File: config.mk
export PLATFORM = sky130hd
export DESIGN_NAME = fp_underflow_resolver
export DESIGN_NICKNAME = d
export VERILOG_FILES = /design/src/rtl/fpur_pkg.sv /design/src/rtl/fpur_round.sv /design/src/rtl/fpur_denorm.sv /design/src/rtl/fp_underflow_resolver.sv
export SDC_FILE = /design/constraint.sdc
export NUM_CORES = 1
export LEC_CHECK = 0
export BUFFER_PORTS_ARGS = -buffer_cell sky130_fd_sc_hd__buf_2
export CAP_MARGIN = 20
export CORE_MARGIN = 2
export CORE_UTILIZATION = 35
export DETAILED_ROUTE_END_ITERATION = 8
export SYNTH_ARGS = -nofsm -noshare
export SYNTH_HDL_FRONTEND = slang
export SYNTH_SLANG_ARGS = --single-unit
File: constraint.sdc
create_clock -name clk -period 7.6 [get_ports clk]
set_input_delay 1.9 -clock clk [delete_from_list [all_inputs] [get_ports clk]]
set_output_delay 1.9 -clock clk [all_outputs]
set_load 0.01 [all_outputs]
File: src/rtl/fpur_pkg.sv
package fpur_pkg;
  typedef enum logic [1:0] {
    RM_NEAREST = 2'b00,
    RM_ZERO    = 2'b01,
    RM_UP      = 2'b10,
    RM_DOWN    = 2'b11
  } rmode_t;

  // Increment decision from mode, sign, lsb, guard and sticky
  function automatic logic round_inc(rmode_t m, logic sign, logic lsb, logic g, logic s);
    case (m)
      RM_NEAREST: round_inc = g & (s | lsb);
      RM_ZERO:    round_inc = 1'b0;
      RM_UP:      round_inc = ~sign & (g | s);
      default:    round_inc = sign & (g | s);
    endcase
  endfunction
endpackage

File: src/rtl/fpur_round.sv
module fpur_round
  import fpur_pkg::*;
#(
  parameter int SIG_W = 24
) (
  input  logic [SIG_W-1:0] sig,
  input  logic             g,
  input  logic             s,
  input  rmode_t           mode,
  input  logic             sign,
  output logic [SIG_W:0]   sum,
  output logic             inc,
  output logic             inexact
);
  always_comb begin
    inc     = round_inc(mode, sign, sig[0], g, s);
    sum     = {1'b0, sig} + {{SIG_W{1'b0}}, inc};
    inexact = g | s;
  end
endmodule

File: src/rtl/fpur_denorm.sv
module fpur_denorm #(
  parameter int SIG_W = 24,
  localparam int EXT_W = SIG_W + 2,
  localparam int SHW = $clog2(EXT_W + 1)
) (
  input  logic [EXT_W-1:0] ext,
  input  logic [SHW-1:0]   sh,
  output logic [SIG_W-1:0] sig,
  output logic             g,
  output logic             s
);
  logic [2*EXT_W-1:0] wide;
  logic [EXT_W-1:0]   hi;
  logic [EXT_W-1:0]   lo;

  always_comb begin
    wide = {ext, {EXT_W{1'b0}}} >> sh;
    hi   = wide[2*EXT_W-1:EXT_W];
    lo   = wide[EXT_W-1:0];
    sig  = hi[EXT_W-1:2];
    g    = hi[1];
    s    = hi[0] | (|lo);
  end
endmodule

File: src/rtl/fp_underflow_resolver.sv
module fp_underflow_resolver
  import fpur_pkg::*;
#(
  parameter int SIG_W  = 24,
  parameter int EXP_W  = 18,
  parameter int EMIN   = -126,
  parameter int BIAS   = 127,
  parameter int WRAP_W = 17,
  parameter int PAR_W  = 8
) (
  input  logic               clk,
  input  logic               rst,
  input  logic               in_valid,
  input  logic               in_sign,
  input  logic [EXP_W-1:0]   in_exp,
  input  logic [SIG_W+1:0]   in_sig,
  input  logic [1:0]         in_rmode,
  input  logic               in_trap_en,
  input  logic               in_ftz,
  input  logic               in_packed,
  output logic               out_valid,
  output logic               out_sign,
  output logic [WRAP_W-1:0]  out_exp,
  output logic [SIG_W-1:0]   out_sig,
  output logic               out_unf,
  output logic               out_inx,
  output logic               out_rnd_up,
  output logic               out_trap
);
  localparam int EXT_W = SIG_W + 2;
  localparam int SHW   = $clog2(EXT_W + 1);
  localparam logic signed [EXP_W:0] EMIN_S   = (EXP_W+1)'(EMIN);
  localparam logic signed [EXP_W:0] BIAS_S   = (EXP_W+1)'(BIAS);
  localparam logic signed [EXP_W:0] SHMAX_S  = (EXP_W+1)'(EXT_W);

  rmode_t mode;
  logic signed [EXP_W:0] e_in, e_rnd, diff, e_biased;
  logic                  is_zero, tiny, carry;
  logic [SIG_W:0]        sum_full, sum_den;
  logic                  inc_full, inc_den, inx_full, inx_den;
  logic [SIG_W-1:0]      sig_full, sig_den;
  logic                  g_den, s_den;
  logic [SHW-1:0]        sh;

  assign mode    = rmode_t'(in_rmode);
  assign e_in    = {in_exp[EXP_W-1], in_exp};
  assign is_zero = (in_sig == '0);

  // Full-precision rounding with unbounded exponent
  fpur_round #(.SIG_W(SIG_W)) full_rnd_i (
    .sig(in_sig[SIG_W+1:2]), .g(in_sig[1]), .s(in_sig[0]),
    .mode(mode), .sign(in_sign),
    .sum(sum_full), .inc(inc_full), .inexact(inx_full)
  );

  always_comb begin
    carry    = sum_full[SIG_W];
    sig_full = carry ? {1'b1, {(SIG_W-1){1'b0}}} : sum_full[SIG_W-1:0];
    e_rnd    = e_in + {{EXP_W{1'b0}}, carry};
    tiny     = !is_zero && (e_rnd < EMIN_S);
    e_biased = e_rnd + BIAS_S;
    diff     = EMIN_S - e_in;
    if (diff < 0)              sh = '0;
    else if (diff > SHMAX_S)   sh = SHW'(EXT_W);
    else                       sh = diff[SHW-1:0];
  end

  // Denormalize the exact value, then round again
  fpur_denorm #(.SIG_W(SIG_W)) den_i (
    .ext(in_sig), .sh(sh), .sig(sig_den), .g(g_den), .s(s_den)
  );

  fpur_round #(.SIG_W(SIG_W)) den_rnd_i (
    .sig(sig_den), .g(g_den), .s(s_den),
    .mode(mode), .sign(in_sign),
    .sum(sum_den), .inc(inc_den), .inexact(inx_den)
  );

  logic [WRAP_W-1:0] n_exp;
  logic [SIG_W-1:0]  n_sig;
  logic              n_unf, n_inx, n_rup, n_trap;

  always_comb begin
    n_exp  = e_biased[WRAP_W-1:0];
    n_sig  = sig_full;
    n_unf  = 1'b0;
    n_inx  = inx_full;
    n_rup  = inc_full;
    n_trap = 1'b0;
    if (is_zero) begin
      n_exp = '0;
      n_sig = '0;
      n_inx = 1'b0;
      n_rup = 1'b0;
    end else if (tiny && in_trap_en) begin
      n_unf  = 1'b1;
      n_trap = 1'b1;
      if (in_packed)
        n_exp = {{(WRAP_W-PAR_W){1'b0}}, e_biased[PAR_W-1:0]};
    end else if (tiny && in_ftz) begin
      n_exp = '0;
      n_sig = '0;
      n_unf = 1'b1;
      n_inx = 1'b1;
      n_rup = 1'b0;
    end else if (tiny) begin
      n_sig = sum_den[SIG_W-1:0];
      n_exp = {{(WRAP_W-1){1'b0}}, sum_den[SIG_W-1]};
      n_inx = inx_den;
      n_rup = inc_den;
      n_unf = inx_den;
    end
  end

  always_ff @(posedge clk) begin
    if (rst) begin
      out_valid  <= 1'b0;
      out_sign   <= 1'b0;
      out_exp    <= '0;
      out_sig    <= '0;
      out_unf    <= 1'b0;
      out_inx    <= 1'b0;
      out_rnd_up <= 1'b0;
      out_trap   <= 1'b0;
    end else begin
      out_valid  <= in_valid;
      out_sign   <= in_sign;
      out_exp    <= n_exp;
      out_sig    <= n_sig;
      out_unf    <= in_valid & n_unf;
      out_inx    <= in_valid & n_inx;
      out_rnd_up <= in_valid & n_rup;
      out_trap   <= in_valid & n_trap;
    end
  end
endmodule

# After elaboration in Yosys (flattened, before gate mapping)

Index checks and enable logic that the tools add are counted.

Register bits: 47
Input port bits: 53
Output and inout bits: 47
Logic and storage cells: 69

Add/subtract/negate cells: 5
$lt $le $gt $ge: 3
Equality and inequality tests: 2
Shift operators: 1
Mux-type cells: 26
Bitwise gates (word level): 16
Reduce and logical (&&, ||, !) cells: 8

Operator list:

| operator                                                                       | count |
|---|---|
| 24-bit two-way mux                                                             | 4 |
| 17-bit two-way mux                                                             | 4 |
| 52-bit by 5-bit right shift with 52-bit output                                 | 1 |
| 26-bit logical NOT                                                             | 1 |
| 26-bit OR reduction                                                            | 1 |
| 24-bit by 1-bit adder with 25-bit output                                       | 1 |
| 24-bit by 1-bit adder with 24-bit output                                       | 1 |
| 18-bit by 2-bit adder with 19-bit output                                       | 1 |
| 19-bit by 6-bit > comparator with 1-bit output (second input constant)         | 1 |
| 19-bit by 1-bit less-than comparator with 1-bit output (second input constant) | 1 |
| 19-bit by 8-bit less-than comparator with 1-bit output (second input constant) | 1 |
| 8-bit by 18-bit subtractor with 19-bit output (first input constant)           | 1 |
| 17-bit by 8-bit adder with 17-bit output (second input constant)               | 1 |
| 1-bit two-way mux                                                              | 14 |
| 1-bit AND                                                                      | 10 |
| 5-bit two-way mux                                                              | 2 |
| 1-bit case mux with 3 select lines                                             | 2 |
| 1-bit OR                                                                       | 5 |
| 1-bit logical AND                                                              | 3 |
| 2-bit by 1-bit == test with 1-bit output (second input constant)               | 1 |
| 2-bit == test (second input constant)                                          | 1 |
| 2-bit logical NOT                                                              | 1 |
| 2-bit OR reduction                                                             | 1 |
| 1-bit logical NOT                                                              | 1 |
| 1-bit NOT                                                                      | 1 |

# Depth between registers and ports, before layout

Gate-level depths: netlist (run 1).

Depth after elaboration: 15
Gate-level depth with buffers: 28

# By module

From an unflattened synthesis (run 1), not the netlist that was laid out.

Cell total of the unflattened synthesis: 736
Area total of the unflattened synthesis: 6187.2 um^2

Modules (own cells, without submodules):

| module                  | times used | cells each | area an instance (um^2) | sequential area each (um^2) |
|---|---|---|---|---|
| fp_underflow_resolver   | 1          | 374        | 3205.6                  | 940.9 |
| fpur_denorm             | 1          | 217        | 1903.1                  | 0.0 |
| fpur_round (den_rnd_i)  | 1          | 73         | 558.0                   | 0.0 |
| fpur_round (full_rnd_i) | 1          | 72         | 520.5                   | 0.0 |

# Least setup slack after synthesis (run 1)

Ideal clock, no wire load.

Path kind: input to register
From: input in_sig[0]
To: register out_sig[10]
Setup time: 0.134 ns
Arrival time: 6.865 ns
Setup slack: 0.601 ns
Cell stages on the path: 27
Buffers on the path: 4
Cell sequence: clkbuf_1 inv_1 a21oi_1 nor2_1 nor3_1 ha_1 ha_1 nand3_1 nor3_1 nand3_1 inv_1 ha_1 ha_1 clkbuf_1 inv_1 nor2_1 nand3_1 nor3_1 xor2_1 nand3_1 or2_2 o41ai_1 or2_2 or3_1 clkbuf_1 clkbuf_1 o22ai_1

Word-level cells in the longest chain between the ends: 10
Elaborated cells on any way between the ends: 29
Classes of those cells: add/sub: 3; order compare: 1; shift: 1; mux: 6; bitwise: 11; reduce/logical: 7

RTL lines:

| what                                                                                                         | RTL line                                                   | RTL |
|---|---|---|
| from (decl)                                                                                                  | fp_underflow_resolver.sv:16                                | `input logic [SIG_W+1:0] in_sig,` |
| 1-bit OR (tied with other cells)                                                                             | fpur_pkg.sv:14, fpur_pkg.sv:15                             |  |
| 1-bit AND (tied with other cells)                                                                            | fpur_pkg.sv:15                                             | `default: round_inc = sign & (g \| s);` |
| 1-bit case mux with 3 select lines or 1-bit OR (tied branches)                                               | fpur_pkg.sv:11, fpur_denorm.sv:22                          |  |
| 24-bit by 1-bit adder with 25-bit output (tied with other cells)                                             | fpur_round.sv:17                                           | `sum = {1'b0, sig} + {{SIG_W{1'b0}}, inc};` |
| 18-bit by 2-bit adder with 19-bit output (tied with other cells)                                             | fp_underflow_resolver.sv:59                                | `e_rnd = e_in + {{EXP_W{1'b0}}, carry};` |
| 19-bit by 8-bit less-than comparator with 1-bit output or 1-bit case mux with 3 select lines (tied branches) | fp_underflow_resolver.sv:60, fpur_pkg.sv:11                |  |
| 1-bit logical AND or 24-bit by 1-bit adder with 24-bit output (tied branches)                                | fp_underflow_resolver.sv:60, fpur_round.sv:17              |  |
| 24-bit two-way mux or 1-bit logical AND (tied branches)                                                      | fp_underflow_resolver.sv:106, fp_underflow_resolver.sv:100 |  |
| 24-bit two-way mux                                                                                           | fp_underflow_resolver.sv:100                               | `end else if (tiny && in_ftz) begin` |
| 24-bit two-way mux                                                                                           | fp_underflow_resolver.sv:95                                | `end else if (tiny && in_trap_en) begin` |
| to (signal assigned)                                                                                         | fp_underflow_resolver.sv:129                               | `out_sig <= n_sig;` |
| to (decl)                                                                                                    | fp_underflow_resolver.sv:24                                | `output logic [SIG_W-1:0] out_sig,` |

Parallel ways exist; a longest one is shown, timed or not.
A chain may end at the register's enable or synchronous reset.

# Worst setup path in the final report (run 1)

From: input in_exp[0]
To: register out_sig[20]

Word-level cells in the longest chain between the ends: 14
Elaborated cells on any way between the ends: 23
Classes of those cells: add/sub: 3; order compare: 3; shift: 1; mux: 6; bitwise: 6; reduce/logical: 4

RTL lines:

| what                                           | RTL line                                       | RTL |
|---|---|---|
| from (decl)                                    | fp_underflow_resolver.sv:15                    | `input logic [EXP_W-1:0] in_exp,` |
| 8-bit by 18-bit subtractor with 19-bit output  | fp_underflow_resolver.sv:62                    | `diff = EMIN_S - e_in;` |
| 19-bit by 6-bit > comparator with 1-bit output | fp_underflow_resolver.sv:64                    | `else if (diff > SHMAX_S) sh = SHW'(EXT_W);` |
| 5-bit two-way mux                              | fp_underflow_resolver.sv:64                    |  |
| 5-bit two-way mux                              | fp_underflow_resolver.sv:63                    | `if (diff < 0) sh = '0;` |
| 52-bit by 5-bit right shift with 52-bit output | fpur_denorm.sv:17                              | `wide = {ext, {EXT_W{1'b0}}} >> sh;` |
| 26-bit OR reduction                            | fpur_denorm.sv:22                              | `s = hi[0] \| (\|lo);` |
| 1-bit OR                                       | fpur_denorm.sv:22                              |  |
| 1-bit OR, on equally long branches             | fpur_pkg.sv:14, fpur_pkg.sv:15, fpur_pkg.sv:12 |  |
| 1-bit AND, on equally long branches            | fpur_pkg.sv:15, fpur_pkg.sv:12, fpur_pkg.sv:14 |  |
| 1-bit case mux with 3 select lines             | fpur_pkg.sv:11                                 | `case (m)` |
| 24-bit by 1-bit adder with 24-bit output       | fpur_round.sv:17                               |  |
| 24-bit two-way mux                             | fp_underflow_resolver.sv:106                   | `end else if (tiny) begin` |
| 24-bit two-way mux                             | fp_underflow_resolver.sv:100                   |  |
| 24-bit two-way mux *                           | fp_underflow_resolver.sv:95                    |  |

Every way passes the cells marked *; elsewhere a longest branch is shown, timed or not.

==> results of run 1 <==
## per-layer routing
layer  vias up  wire (um)  global-route usage [%]
li1       3656          -                       -
met1      3597      11900                    41.3
met2       475      11800                    42.8
met3        87       2980                    4.56
met4         0       1070                    13.2
met5         -          0                       0
## Yosys cell counts, types with 4 or more instances
cell type / n / area (um2)
sky130_fd_sc_hd__buf_4: 4 / 30.0
sky130_fd_sc_hd__nor3_1: 39 / 195
sky130_fd_sc_hd__and2_1: 9 / 56.3
sky130_fd_sc_hd__nor3b_1: 6 / 45.0
sky130_fd_sc_hd__clkbuf_1: 58 / 218
sky130_fd_sc_hd__o21ai_0: 34 / 170
sky130_fd_sc_hd__inv_1: 20 / 75.1
sky130_fd_sc_hd__nand4_1: 20 / 125
sky130_fd_sc_hd__o31a_1: 4 / 35.0
sky130_fd_sc_hd__xnor2_1: 43 / 377
sky130_fd_sc_hd__a211oi_1: 21 / 158
sky130_fd_sc_hd__xor2_1: 27 / 236
sky130_fd_sc_hd__o21a_1: 10 / 75.1
sky130_fd_sc_hd__o211ai_1: 15 / 113
sky130_fd_sc_hd__o31ai_1: 4 / 30.0
sky130_fd_sc_hd__nor2_1: 112 / 420
sky130_fd_sc_hd__or3_1: 4 / 25.0
sky130_fd_sc_hd__a21o_1: 7 / 52.6
sky130_fd_sc_hd__a21oi_1: 37 / 185
sky130_fd_sc_hd__a22oi_1: 7 / 52.6
sky130_fd_sc_hd__ha_1: 9 / 113
sky130_fd_sc_hd__nand3_1: 43 / 215
sky130_fd_sc_hd__o2111ai_1: 7 / 61.3
sky130_fd_sc_hd__o22ai_1: 17 / 106
sky130_fd_sc_hd__nand2_1: 102 / 383
sky130_fd_sc_hd__a211o_1: 5 / 43.8
sky130_fd_sc_hd__or2_2: 10 / 62.6
sky130_fd_sc_hd__o21ai_1: 8 / 40.0
sky130_fd_sc_hd__nand2b_1: 6 / 37.5
sky130_fd_sc_hd__a31oi_1: 36 / 225
sky130_fd_sc_hd__and3_1: 8 / 50.1
sky130_fd_sc_hd__a31o_2: 6 / 52.6
sky130_fd_sc_hd__buf_2: 18 / 90.1
sky130_fd_sc_hd__nor2b_1: 9 / 56.3
sky130_fd_sc_hd__nor4_1: 25 / 156
sky130_fd_sc_hd__mux2i_1: 11 / 110
sky130_fd_sc_hd__dfxtp_1: 47 / 941
## power by group through the flow
| stage | registers (mW) | clock network, mW | logic, mW |
|---|---|---|---|
| 6_report | 0.264 | 0.242 | 0.360 |
| 5_1_grt | 0.266 | 0.255 | 0.386 |
| 4_1_cts | 0.265 | 0.247 | 0.348 |
| 3_5_place_dp | 0.270 | 0 | 0.346 |
| 3_3_place_gp | 0.270 | 0 | 0.349 |
| 2_1_floorplan | 0.279 | 0 | 0.203 |
## layout make-up
| class | count | area share [%] |
|---|---|---|
| clock buffer | 6 | 1.72 |
| sequential | 47 | 12.6 |
| clock inverter | 1 | 0.401 |
| timing repair buffer | 184 | 15.1 |
| tap | 225 | 3.76 |
| multi-input combinational | 780 | 65.4 |
| inverter | 20 | 1.00 |
## critical path, stage by stage
cell and delay (ns):
sky130_fd_sc_hd__buf_2 0.15, sky130_fd_sc_hd__ha_1 0.25, sky130_fd_sc_hd__buf_4 0.19, sky130_fd_sc_hd__nor3_1 0.05, sky130_fd_sc_hd__a211oi_1 0.26, sky130_fd_sc_hd__o221ai_1 0.23, sky130_fd_sc_hd__buf_4 0.21, sky130_fd_sc_hd__a211o_1 0.32
sky130_fd_sc_hd__nor4_4 0.38, sky130_fd_sc_hd__mux2_2 0.41, sky130_fd_sc_hd__o2111ai_2 0.31, sky130_fd_sc_hd__o22ai_1 0.13, sky130_fd_sc_hd__nor4bb_1 0.30, sky130_fd_sc_hd__a31oi_1 0.15, sky130_fd_sc_hd__or4b_2 0.68, sky130_fd_sc_hd__a21o_1 0.20
sky130_fd_sc_hd__and2_1 0.16, sky130_fd_sc_hd__ha_1 0.19, sky130_fd_sc_hd__ha_1 0.22, sky130_fd_sc_hd__nor4b_2 0.22, sky130_fd_sc_hd__nand3b_1 0.15, sky130_fd_sc_hd__xnor2_1 0.07, sky130_fd_sc_hd__o32ai_1 0.27
## flip-flops by register name, indices dropped and copies added, names as in the netlist
signal      flops
out_unf         1
out_sig        24
out_valid       1
out_rnd_up      1
out_inx         1
out_trap        1
out_exp        17
out_sign        1
## worst max-delay path by stage
stage | from | to | cells after the start
final | in_exp[0] | out_sig[20]$_SDFF_PP0_ | 23
after global routing | in_exp[0] | out_sig[20]$_SDFF_PP0_ | 23
after CTS | in_exp[1] | out_sig[20]$_SDFF_PP0_ | 22
after detailed placement | in_exp[1] | out_sig[20]$_SDFF_PP0_ | 22
after global placement | in_exp[1] | out_sig[20]$_SDFF_PP0_ | 22
after floorplan | in_sig[0] | out_sig[10]$_SDFF_PP0_ | 27
## cells in the final DEF (no fill, tap or decap), types with 25 or more instances in the layout
| cell | Yosys | layout |
|---|---|---|
| sky130_fd_sc_hd__a21oi_1 | 37 | 37 |
| sky130_fd_sc_hd__nor3_1 | 39 | 39 |
| sky130_fd_sc_hd__nand2_1 | 102 | 102 |
| sky130_fd_sc_hd__buf_4 | 4 | 85 |
| sky130_fd_sc_hd__o21ai_0 | 34 | 34 |
| sky130_fd_sc_hd__a31oi_1 | 36 | 36 |
| sky130_fd_sc_hd__dfxtp_1 | 47 | 47 |
| sky130_fd_sc_hd__xor2_1 | 27 | 27 |
| sky130_fd_sc_hd__nand3_1 | 43 | 43 |
| sky130_fd_sc_hd__nor2_1 | 112 | 111 |
| sky130_fd_sc_hd__nor4_1 | 25 | 25 |
| sky130_fd_sc_hd__xnor2_1 | 43 | 43 |
| sky130_fd_sc_hd__buf_2 | 18 | 99 |
## repair_timing
| action | in CTS | in global routing |
|---|---|---|
| hold endpoints to repair | 0 | 0 |
| gates resized for setup | 0 | 3 |
| setup endpoints to repair | 0 | 18 |
## kinds of logic (layout without fill, tap and decap cells)
| group | count (synthesis) | count (layout) | share of synthesized area [%] |
|---|---|---|---|
| AND/OR/NAND/NOR | 427 | 427 | 34.9 |
| XOR/XNOR | 70 | 70 | 9.83 |
| AO/OA/AOI/OAI | 260 | 260 | 29.3 |
| buffers and inverters | 103 | 211 | 6.80 |
| flip-flops | 47 | 47 | 15.1 |
| adder cells (fa/ha/maj) | 9 | 9 | 1.80 |
| multiplexers | 14 | 14 | 2.31 |
## through the flow
stage | util, % | instance area, um2 | hold WS (ns) | TNS [ns]
after floorplan | - | 6240 | 1.97 | 0
after global placement | 42.1 | 7320 | 2.10 | -0.490
after detailed placement | 42.1 | 7320 | 2.11 | -0.00829
after CTS | 43.1 | 7470 | 1.81 | 0
after global routing | 43.2 | 7490 | 1.83 | 0
final | 43.2 | 7490 | 1.82 | 0
==> out/qor.txt, run 1 <==
OUTCOME
---------------------------------------------------------------------------------------
Outcome                                                                       completed

SYNTH
---------------------------------------------------------------------------------------
Yosys warnings                                                                        0
Synth Instances                                                                     930
Number of different library cells in the post-synthesis netlist                      82
Share of synthesized area occupied by flip-flops and latches                      15.1%
Most instantiated flip-flop cell in the synthesis netlist                  sky130_fd_sc_hd__dfxtp_1
Synth Area per Inst                                                            6.71 um2
Nets in the synthesized netlist                                                     992
Yosys reg bits                                                                       47
Post-synthesis instance area                                                0.00624 mm2
Fraction of registers with async set/reset                                           0%
Number of enable flip-flop cells after synthesis                                      0

SETUP PATH
---------------------------------------------------------------------------------------
Sort of element at the end of the critical path                               flip-flop
Category of the worst setup path launch point                                input port
CP Max Fanout                                                                         9
Required time at the endpoint of the critical path                              7.78 ns
Data arrival time of the critical path                                          7.42 ns
WS Path Type                                                               input port to flip-flop

TIMING
---------------------------------------------------------------------------------------
Final worst-path cycle share                                                      95.3%
Worst rel slew slack                                                              38.5%
Unrepaired setup endpoints after global routing                                      no
Final worst path period need                                                    7.25 ns
Min setup slack post-route                                                     0.355 ns
Number of hold-slack violations in the final timing report                            0
Achievable frequency                                                          0.138 GHz
Worst Max-Slew Pin Slew                                                        0.920 ns
Number of setup violations in the final report                                        0
Max Slew Vio Count                                                                    0

FLOORPLANNING
---------------------------------------------------------------------------------------
Core Area                                                                    0.0174 mm2
Width of the die                                                                 138 um
Rows                                                                                 48
Initial Util                                                                      36.0%
I/O Pins                                                                            100
Area of the die                                                              0.0189 mm2
Die outline height                                                               138 um

CLOCKING
---------------------------------------------------------------------------------------
Postcts setup bufs                                                                    0
H-tree Lvls                                                                           2
Number of clock buffers inserted by TritonCTS                                         5
Hold bufs inserted after CTS                                                          0
TritonCTS clock tree                                                               done
CTS Root Cell                                                              sky130_fd_sc_hd__clkbuf_16
Clock Path Buffers                                                                    2
Clock tree sinks                                                                     47
CTS clk-pin slew, worst paths                                                   0.06 ns

PLACEMENT
---------------------------------------------------------------------------------------
IO Port Bufs                                                                         99
Gp weighted congestion                                                             1.02
Post-DP HPWL                                                                   21700 um
Setup slack at placement                                                    -0.00829 ns
Dpl cells                                                                          1256

GLOBAL ROUTING
---------------------------------------------------------------------------------------
Global-route wire length before repair                                         41600 um
Largest net degree at the start of global routing                                    25
Remaining global-route overflow                                                       0
GR Util All Layers                                                                29.1%
Via count of the first global-routing pass                                         7067
Initial antenna violation count                                                       0

PWR
---------------------------------------------------------------------------------------
Total power draw                                                                 866 uW
Cell-internal power                                                              543 uW
Clk network pwr share                                                             28.0%
Sw Share                                                                          37.3%
Maximum VDD drop                                                               0.131 mV
LEAKAGE                                                                         2.88 nW
Power per cell area                                                          116 mW/mm2
Combinational share of power                                                      41.5%
Sequential group share of total power                                             30.5%
Psw                                                                              323 uW

WORST HOLD PATH
---------------------------------------------------------------------------------------
Hold Crit Depth                                                                       2
Endpoint, Worst Hold                                                       out_sign$_SDFF_PP0_
Min-delay worst type                                                       input port to flip-flop
Worst Hold Launch                                                                   rst

LAYOUT
---------------------------------------------------------------------------------------
Net total in the final layout                                                      1100
Layout overhead on the synthesized area                                           20.1%
Number of cells in the finished layout apart from fillers                          1263
Fill cell instance count of the final layout                                       1864
Multi-input gate area in the final layout                                   0.00490 mm2
Sequential cell area                                                            941 um2
N_diodes                                                                              0
Share of layout cells above drive strength 1                                      23.2%

ROUTE
---------------------------------------------------------------------------------------
DRC viols                                                                             0
Total wire length after detailed routing                                       27700 um
Routed wirelength normalized by instance count                                  22.0 um
Antenna violation net count after detailed routing                                    0
Drt via density                                                                    6.19
Number of iterations in the first detailed-routing pass                               6
Number of violations reported at the end of detailed-routing iteration 0           1087
Overall via count from detail_route                                                7815

FLOW RUN
---------------------------------------------------------------------------------------
Number of max-capacitance violations reported                                         0

Note: power is estimated with default switching activity, not from simulation.
==> inputs of run 2 (changes only) <==
--- a/config.mk
+++ b/config.mk
@@ -10,6 +10,7 @@
 export CORE_MARGIN = 2
 export CORE_UTILIZATION = 35
 export DETAILED_ROUTE_END_ITERATION = 8
+export REMOVE_ABC_BUFFERS = 1
 export SYNTH_ARGS = -nofsm -noshare
 export SYNTH_HDL_FRONTEND = slang
 export SYNTH_SLANG_ARGS = --single-unit
==> run 2 against run 1 <==
First-iteration DRC count decreased by 15%. Flip-flop and latch count did not move. Sequential share of layout area about the same. Die area unchanged. Critical path type unchanged. Largest cell class unchanged. Largest power group unchanged.
==> out/qor.txt, run 2 (same netlist as run 1, synthesis figures left out) <==
OUTCOME
---------------------------------------------------------------------------------------
Outcome                                                                       completed

ROUTE
---------------------------------------------------------------------------------------
Routed wirelength normalized by instance count                                  21.8 um   -0.88%
Top layer used by detailed routing                                                 met4
Total wire length after detailed routing                                       27400 um   -1.3%
Antenna violation net count after detailed routing                                    0   unchanged
Overall via count from detail_route                                                7814   -0.013%
Wire length the detailed router placed on met1                                 12100 um   +1.7%
Wire length on met2                                                            11400 um   -2.6%
Drt via density                                                                    6.21   +0.38%
DRC viols                                                                             0   unchanged
Met3 Routed Length                                                              2840 um   -4.5%
Number of violations reported at the end of detailed-routing iteration 0            927   -15%
Number of iterations in the first detailed-routing pass                               6   unchanged

TIMING
---------------------------------------------------------------------------------------
Final worst path period need                                                    7.37 ns   +0.128 ns
Worst Max-Slew Pin Slew                                                        0.760 ns   -0.160 ns
Unrepaired setup endpoints after global routing                                      no
Final worst-path cycle share                                                      97.0%   +1.7 points
Achievable frequency                                                          0.136 GHz   -1.7%
Number of hold-slack violations in the final timing report                            0   unchanged
Number of setup violations in the final report                                        0   unchanged
Worst rel slew slack                                                              49.2%   +11 points
Max Slew Vio Count                                                                    0   unchanged

PLACEMENT
---------------------------------------------------------------------------------------
IO Port Bufs                                                                         99   unchanged
Dpl cells                                                                          1250   -0.48%
Gp weighted congestion                                                             1.04   +1.5%
Post-DP HPWL                                                                   21100 um   -2.8%
Cell area after placement                                                   0.00730 mm2   -0.27%

FLOORPLANNING
---------------------------------------------------------------------------------------
Initial Util                                                                      36.0%   unchanged
Area of the die                                                              0.0189 mm2   unchanged
I/O Pins                                                                            100   unchanged
Die outline height                                                               138 um   unchanged
Width of the die                                                                 138 um   unchanged
Rows                                                                                 48   unchanged
Core Area                                                                    0.0174 mm2   unchanged

PWR
---------------------------------------------------------------------------------------
Psw                                                                              338 uW   +4.7%
Combinational share of power                                                      38.9%   -2.6 points
Power per cell area                                                          122 mW/mm2   +5.7%
Cell-internal power                                                              578 uW   +6.4%
Clk network pwr share                                                             32.2%   +4.2 points
Sequential group share of total power                                             28.9%   -1.6 points
LEAKAGE                                                                         2.86 nW   -0.88%
Maximum VDD drop                                                              0.0932 mV   -29%
Sw Share                                                                          36.9%   -0.37 points

CLOCKING
---------------------------------------------------------------------------------------
Postcts setup bufs                                                                    0   unchanged
TritonCTS clock tree                                                               done
Clock Path Buffers                                                                    2   unchanged
Number of clock buffers inserted by TritonCTS                                         5   unchanged
CTS Root Cell                                                              sky130_fd_sc_hd__clkbuf_16
H-tree Lvls                                                                           2   unchanged
CTS clk-pin slew, worst paths                                                   0.07 ns   about the same
Post-cts sizing count                                                                 0   unchanged
Clock tree sinks                                                                     47   unchanged
Hold bufs inserted after CTS                                                          0   unchanged

GLOBAL ROUTING
---------------------------------------------------------------------------------------
Via count of the first global-routing pass                                         7022   -0.64%
Initial antenna violation count                                                       0   unchanged
Global-route wire length before repair                                         41700 um   about the same
Largest net degree at the start of global routing                                    32   +28%
Remaining global-route overflow                                                       0   unchanged
GR Util All Layers                                                                29.0%   -0.12 points

SETUP PATH
---------------------------------------------------------------------------------------
Required time at the endpoint of the critical path                              7.78 ns   about the same
Data arrival time of the critical path                                          7.56 ns   +0.14 ns
Sort of element at the end of the critical path                               flip-flop
Delay of the slowest cell on the worst path                                     0.65 ns   -0.03 ns
Critical path, cell by cell                                                buf_2, ha_1, nor4_4, or3b_2, a31o_2, a211o_1, o21ai_2, buf_4, mux2_2, a31o_2, a211oi_1, a31oi_1, or4b_2, a21o_1, and2_1, ha_1, o21ai_0, or4_1, nor4_1, mux2i_1, o21ai_0
CP Max Fanout                                                                        11   +2
Slowest cell on crit path                                                  sky130_fd_sc_hd__or4b_2
Buffers & Inverters on Critical Path                                                  2   -1
Crit-path leading delay family                                             compound AO/OA/AOI/OAI gates
Levels on crit path                                                                  21   -8.7%
WS Path Type                                                               input port to flip-flop
Category of the worst setup path launch point                                input port

FLOW RUN
---------------------------------------------------------------------------------------
Number of max-capacitance violations reported                                         0   unchanged

WORST HOLD PATH
---------------------------------------------------------------------------------------
Min-delay worst type                                                       input port to flip-flop
Hold Crit Depth                                                                       2   unchanged

LAYOUT
---------------------------------------------------------------------------------------
Multi-input gate area in the final layout                                   0.00490 mm2   about the same
Number of cells in the finished layout apart from fillers                          1258   -0.40%
Share of layout cells above drive strength 1                                      22.9%   -0.27 points
Post-route core utilization                                                       43.2%   +0.043 points
Layout Cell Area excl Fill                                                  0.00750 mm2   +0.10%
Layout overhead on the synthesized area                                           20.2%
Fill cell instance count of the final layout                                       1834   -1.6%
Biggest registers after layout                                             out_sig x24, out_exp x17
N_diodes                                                                              0   unchanged
Most common cell after layout, fill and taps aside                         sky130_fd_sc_hd__nor2_1
Most used cells in the layout excluding fill and tap cells                 sky130_fd_sc_hd__nor2_1, sky130_fd_sc_hd__nand2_1, sky130_fd_sc_hd__buf_2
Flip-flop count of the largest register, all copies and words added                  24   unchanged
Register name with the most flops                                               out_sig
Net total in the final layout                                                      1094   -0.55%
Sequential cell area                                                            941 um2   unchanged

-- run 2: cell count changes in the layout (fill, tap and decap cells not counted), sizes merged --
| cell | delta |
|---|---|
| bufinv | +1 |
| buf | -6 |
-- run 2: layout make-up --
| class | count | share of cell area (%) |
|---|---|---|
| sequential | 47 | 12.5 |
| inverter | 20 | 1.00 |
| clock inverter | 2 | 0.801 |
| timing repair buffer | 178 | 14.8 |
| multi-input combinational | 780 | 65.3 |
| tap | 225 | 3.75 |
| clock buffer | 6 | 1.72 |
-- run 2: metal layers --
metal | track usage (%) | vias up
met5 | 0 | -
met4 | 10.5 | 0
met3 | 6.18 | 80
met2 | 41.5 | 431
met1 | 42.1 | 3669
li1 | - | 3634
-- run 2: worst paths after layout --
kind / start / to / slack [ns]
setup / recovery: in_exp[0] / out_sig[23]$_SDFF_PP0_ / 0.23
hold / removal: rst / out_sign$_SDFF_PP0_ / 1.80
-- run 2: power groups by stage --
stage	Combinational (mW)	Clock, mW	Sequential, mW
after floorplan	0.176	0	0.279
after global placement	0.345	0	0.270
after detailed placement	0.343	0	0.271
after CTS	0.345	0.300	0.265
after global routing	0.381	0.306	0.266
final	0.357	0.295	0.265
-- run 2: per-stage QoR --
step / setup slack (ns) / power (mW) / setup TNS [ns] / hold slack (ns)
after detailed placement: 0.0954 / 0.614 / 0 / 2.11
after floorplan: -0.176 / 0.455 / -0.526 / 1.97
final: 0.226 / 0.916 / 0 / 1.80
after global routing: 0.0119 / 0.954 / 0 / 1.81
after global placement: 0.162 / 0.615 / 0 / 2.11
after CTS: 0.366 / 0.910 / 0 / 1.80
==> inputs of run 3 (changes only) <==
--- a/config.mk
+++ b/config.mk
@@ -10,7 +10,9 @@
 export CORE_MARGIN = 2
 export CORE_UTILIZATION = 35
 export DETAILED_ROUTE_END_ITERATION = 8
+export PLACE_DENSITY = 0.52
 export REMOVE_ABC_BUFFERS = 1
+export SLEW_MARGIN = 20
 export SYNTH_ARGS = -nofsm -noshare
 export SYNTH_HDL_FRONTEND = slang
 export SYNTH_SLANG_ARGS = --single-unit
==> run 3 against run 2 <==
Clock-buffer cell count down 1. Combinational power about the same. Global-route usage up 0.094 points. Non-clock buffer count up 2. Cell count up 0.16%. Critical path depth unchanged. Utilization down 0.20 points. Maximum frequency up 0.86%. Sequential share of layout area up 0.059 points. Critical endpoint is now out_sig[22]$_SDFF_PP0_.
==> out/qor.txt, run 3 (same netlist as run 1, synthesis figures left out) <==
PLACEMENT
---------------------------------------------------------------------------------------
Gp weighted congestion                                                             1.02   -2.0%
Post-DP HPWL                                                                   21800 um   +3.4%
IO Port Bufs                                                                         99   unchanged
Setup slack at placement                                                      0.0694 ns   -0.0259 ns

TIMING
---------------------------------------------------------------------------------------
Min setup slack post-route                                                     0.289 ns   +0.0626 ns
Unrepaired setup endpoints after global routing                                      no
Number of hold-slack violations in the final timing report                            0   unchanged
Worst rel slew slack                                                              43.3%   -5.9 points
Achievable frequency                                                          0.137 GHz   +0.86%
Max Slew Vio Count                                                                    0   unchanged
Number of setup violations in the final report                                        0   unchanged
Final worst path period need                                                    7.31 ns   -0.0626 ns
Worst Max-Slew Pin Slew                                                        0.848 ns   +0.0878 ns
Final worst-path cycle share                                                      96.2%   -0.82 points

SETUP PATH
---------------------------------------------------------------------------------------
CP Max Fanout                                                                        13   +2
Category of the worst setup path launch point                                input port
Data arrival time of the critical path                                          7.49 ns   -0.07 ns
WS Path Type                                                               input port to flip-flop
Required time at the endpoint of the critical path                              7.78 ns   about the same
Sort of element at the end of the critical path                               flip-flop

LAYOUT
---------------------------------------------------------------------------------------
Layout overhead on the synthesized area                                           19.7%
Most common cell after layout, fill and taps aside                         sky130_fd_sc_hd__nor2_1
Flip-flop count of the largest register, all copies and words added                  24   unchanged
Most used cells in the layout excluding fill and tap cells                 sky130_fd_sc_hd__nor2_1, sky130_fd_sc_hd__nand2_1, sky130_fd_sc_hd__buf_2
Register name with the most flops                                               out_sig
N_diodes                                                                              0   unchanged
Biggest registers after layout                                             out_sig x24, out_exp x17
Net total in the final layout                                                      1096   +0.18%
Post-route core utilization                                                       43.0%   -0.20 points
Share of layout cells above drive strength 1                                      22.9%   -0.044 points

FLOORPLANNING
---------------------------------------------------------------------------------------
I/O Pins                                                                            100   unchanged
Rows                                                                                 48   unchanged
Core Area                                                                    0.0174 mm2   unchanged
Die outline height                                                               138 um   unchanged
Area of the die                                                              0.0189 mm2   unchanged
Initial Util                                                                      36.0%   unchanged
Width of the die                                                                 138 um   unchanged

PWR
---------------------------------------------------------------------------------------
Maximum VDD drop                                                               0.100 mV   +7.7%
Total power draw                                                                 873 uW   -4.7%
Power per cell area                                                          117 mW/mm2   -4.3%
LEAKAGE                                                                         2.85 nW   about the same

OUTCOME
---------------------------------------------------------------------------------------
Outcome                                                                       completed

ROUTE
---------------------------------------------------------------------------------------
Number of violations reported at the end of detailed-routing iteration 0            807   -13%
Number of iterations in the first detailed-routing pass                               6   unchanged
DRC viols                                                                             0   unchanged
Routed wirelength normalized by instance count                                  21.8 um   about the same
Total wire length after detailed routing                                       27500 um   +0.25%
Overall via count from detail_route                                                7594   -2.8%
Antenna violation net count after detailed routing                                    0   unchanged
Drt via density                                                                    6.03   -3.0%

GLOBAL ROUTING
---------------------------------------------------------------------------------------
GR Util All Layers                                                                29.1%   +0.094 points
Remaining global-route overflow                                                       0   unchanged
Via count of the first global-routing pass                                         6922   -1.4%
Initial antenna violation count                                                       0   unchanged
Global-route wire length before repair                                         41700 um   unchanged
Largest net degree at the start of global routing                                    30   -6.3%

CLOCKING
---------------------------------------------------------------------------------------
Post-cts sizing count                                                                 0   unchanged
H-tree Lvls                                                                           2   unchanged
Postcts setup bufs                                                                    0   unchanged
Hold bufs inserted after CTS                                                          0   unchanged
CTS clk-pin slew, worst paths                                                   0.06 ns   about the same
Clock Path Buffers                                                                    2   unchanged
Clock tree sinks                                                                     47   unchanged
TritonCTS clock tree                                                               done
CTS Root Cell                                                              sky130_fd_sc_hd__clkbuf_16
Number of clock buffers inserted by TritonCTS                                         5   unchanged

FLOW RUN
---------------------------------------------------------------------------------------
Number of max-capacitance violations reported                                         0   unchanged

WORST HOLD PATH
---------------------------------------------------------------------------------------
Min-delay worst type                                                       input port to flip-flop
Hold Crit Depth                                                                       2   unchanged

==> run 3: cell count changes in the layout (fill, tap and decap cells not counted), sizes merged <==
| cell | previous run | this run |
|---|---|---|
| buf | 178 | 180 |
| clkinv | 0 | 2 |
| bufinv | 2 | 1 |
| clkbuf | 6 | 5 |
==> run 3: final timing paths <==
check / slack, ns / endpoint / start
max: 0.29 / out_sig[22]$_SDFF_PP0_ / in_exp[0]
min: 1.80 / out_sign$_SDFF_PP0_ / rst
==> run 3: power breakdown <==
group	switching [mW]	internal, mW
clock	0.0985	0.155
combinational	0.227	0.128
sequential	0.00287	0.261
==> run 3: metrics by stage <==
step | setup TNS, ns | std cells | hold slack (ns) | cell area, um2
final | 0 | 1260 | 1.80 | 7470
after global placement | -0.0155 | 1252 | 2.11 | 7300
after CTS | 0 | 1260 | 1.79 | 7470
after floorplan | -0.526 | 847 | 1.97 | 5890
after global routing | 0 | 1260 | 1.81 | 7470
after detailed placement | 0 | 1252 | 2.11 | 7300
==> run 3: final cells by class <==
| class | instances | area, um2 |
|---|---|---|
| clock buffer | 5 | 125 |
| clock inverter | 3 | 43.8 |
| fill | 1875 | 9890 |
| inverter | 20 | 75.1 |
| multi-input combinational | 780 | 4880 |
| sequential | 47 | 941 |
| tap | 225 | 282 |
| timing repair buffer | 180 | 1120 |
==> run 3: routing by layer <==
layer  routed length [um]  vias to the layer above  share of wire [%]  track usage, %
met3                 2270                       52                8.3            3.64
met5                    0                        -                  0               0
met1                13100                     3517                 48            43.3
li1                     -                     3645                  -               -
met4                  794                        0                2.9            9.74
met2                11300                      380                 41            42.6
==> run 3: critical path, stage by stage <==
cell and delay, ns:
sky130_fd_sc_hd__buf_2 0.11, sky130_fd_sc_hd__buf_4 0.15, sky130_fd_sc_hd__a2111oi_4 0.46, sky130_fd_sc_hd__nand3_1 0.22, sky130_fd_sc_hd__a41oi_1 0.31, sky130_fd_sc_hd__buf_4 0.19
sky130_fd_sc_hd__o211ai_1 0.16, sky130_fd_sc_hd__o21ai_2 0.67, sky130_fd_sc_hd__mux2_2 0.44, sky130_fd_sc_hd__a31o_2 0.22, sky130_fd_sc_hd__a211oi_1 0.41, sky130_fd_sc_hd__a31oi_1 0.14
sky130_fd_sc_hd__or4b_2 0.66, sky130_fd_sc_hd__a21o_1 0.19, sky130_fd_sc_hd__and2_1 0.16, sky130_fd_sc_hd__ha_1 0.20, sky130_fd_sc_hd__ha_1 0.22, sky130_fd_sc_hd__nor4b_2 0.23
sky130_fd_sc_hd__nor4b_2 0.21, sky130_fd_sc_hd__xnor2_1 0.14, sky130_fd_sc_hd__o22ai_1 0.09
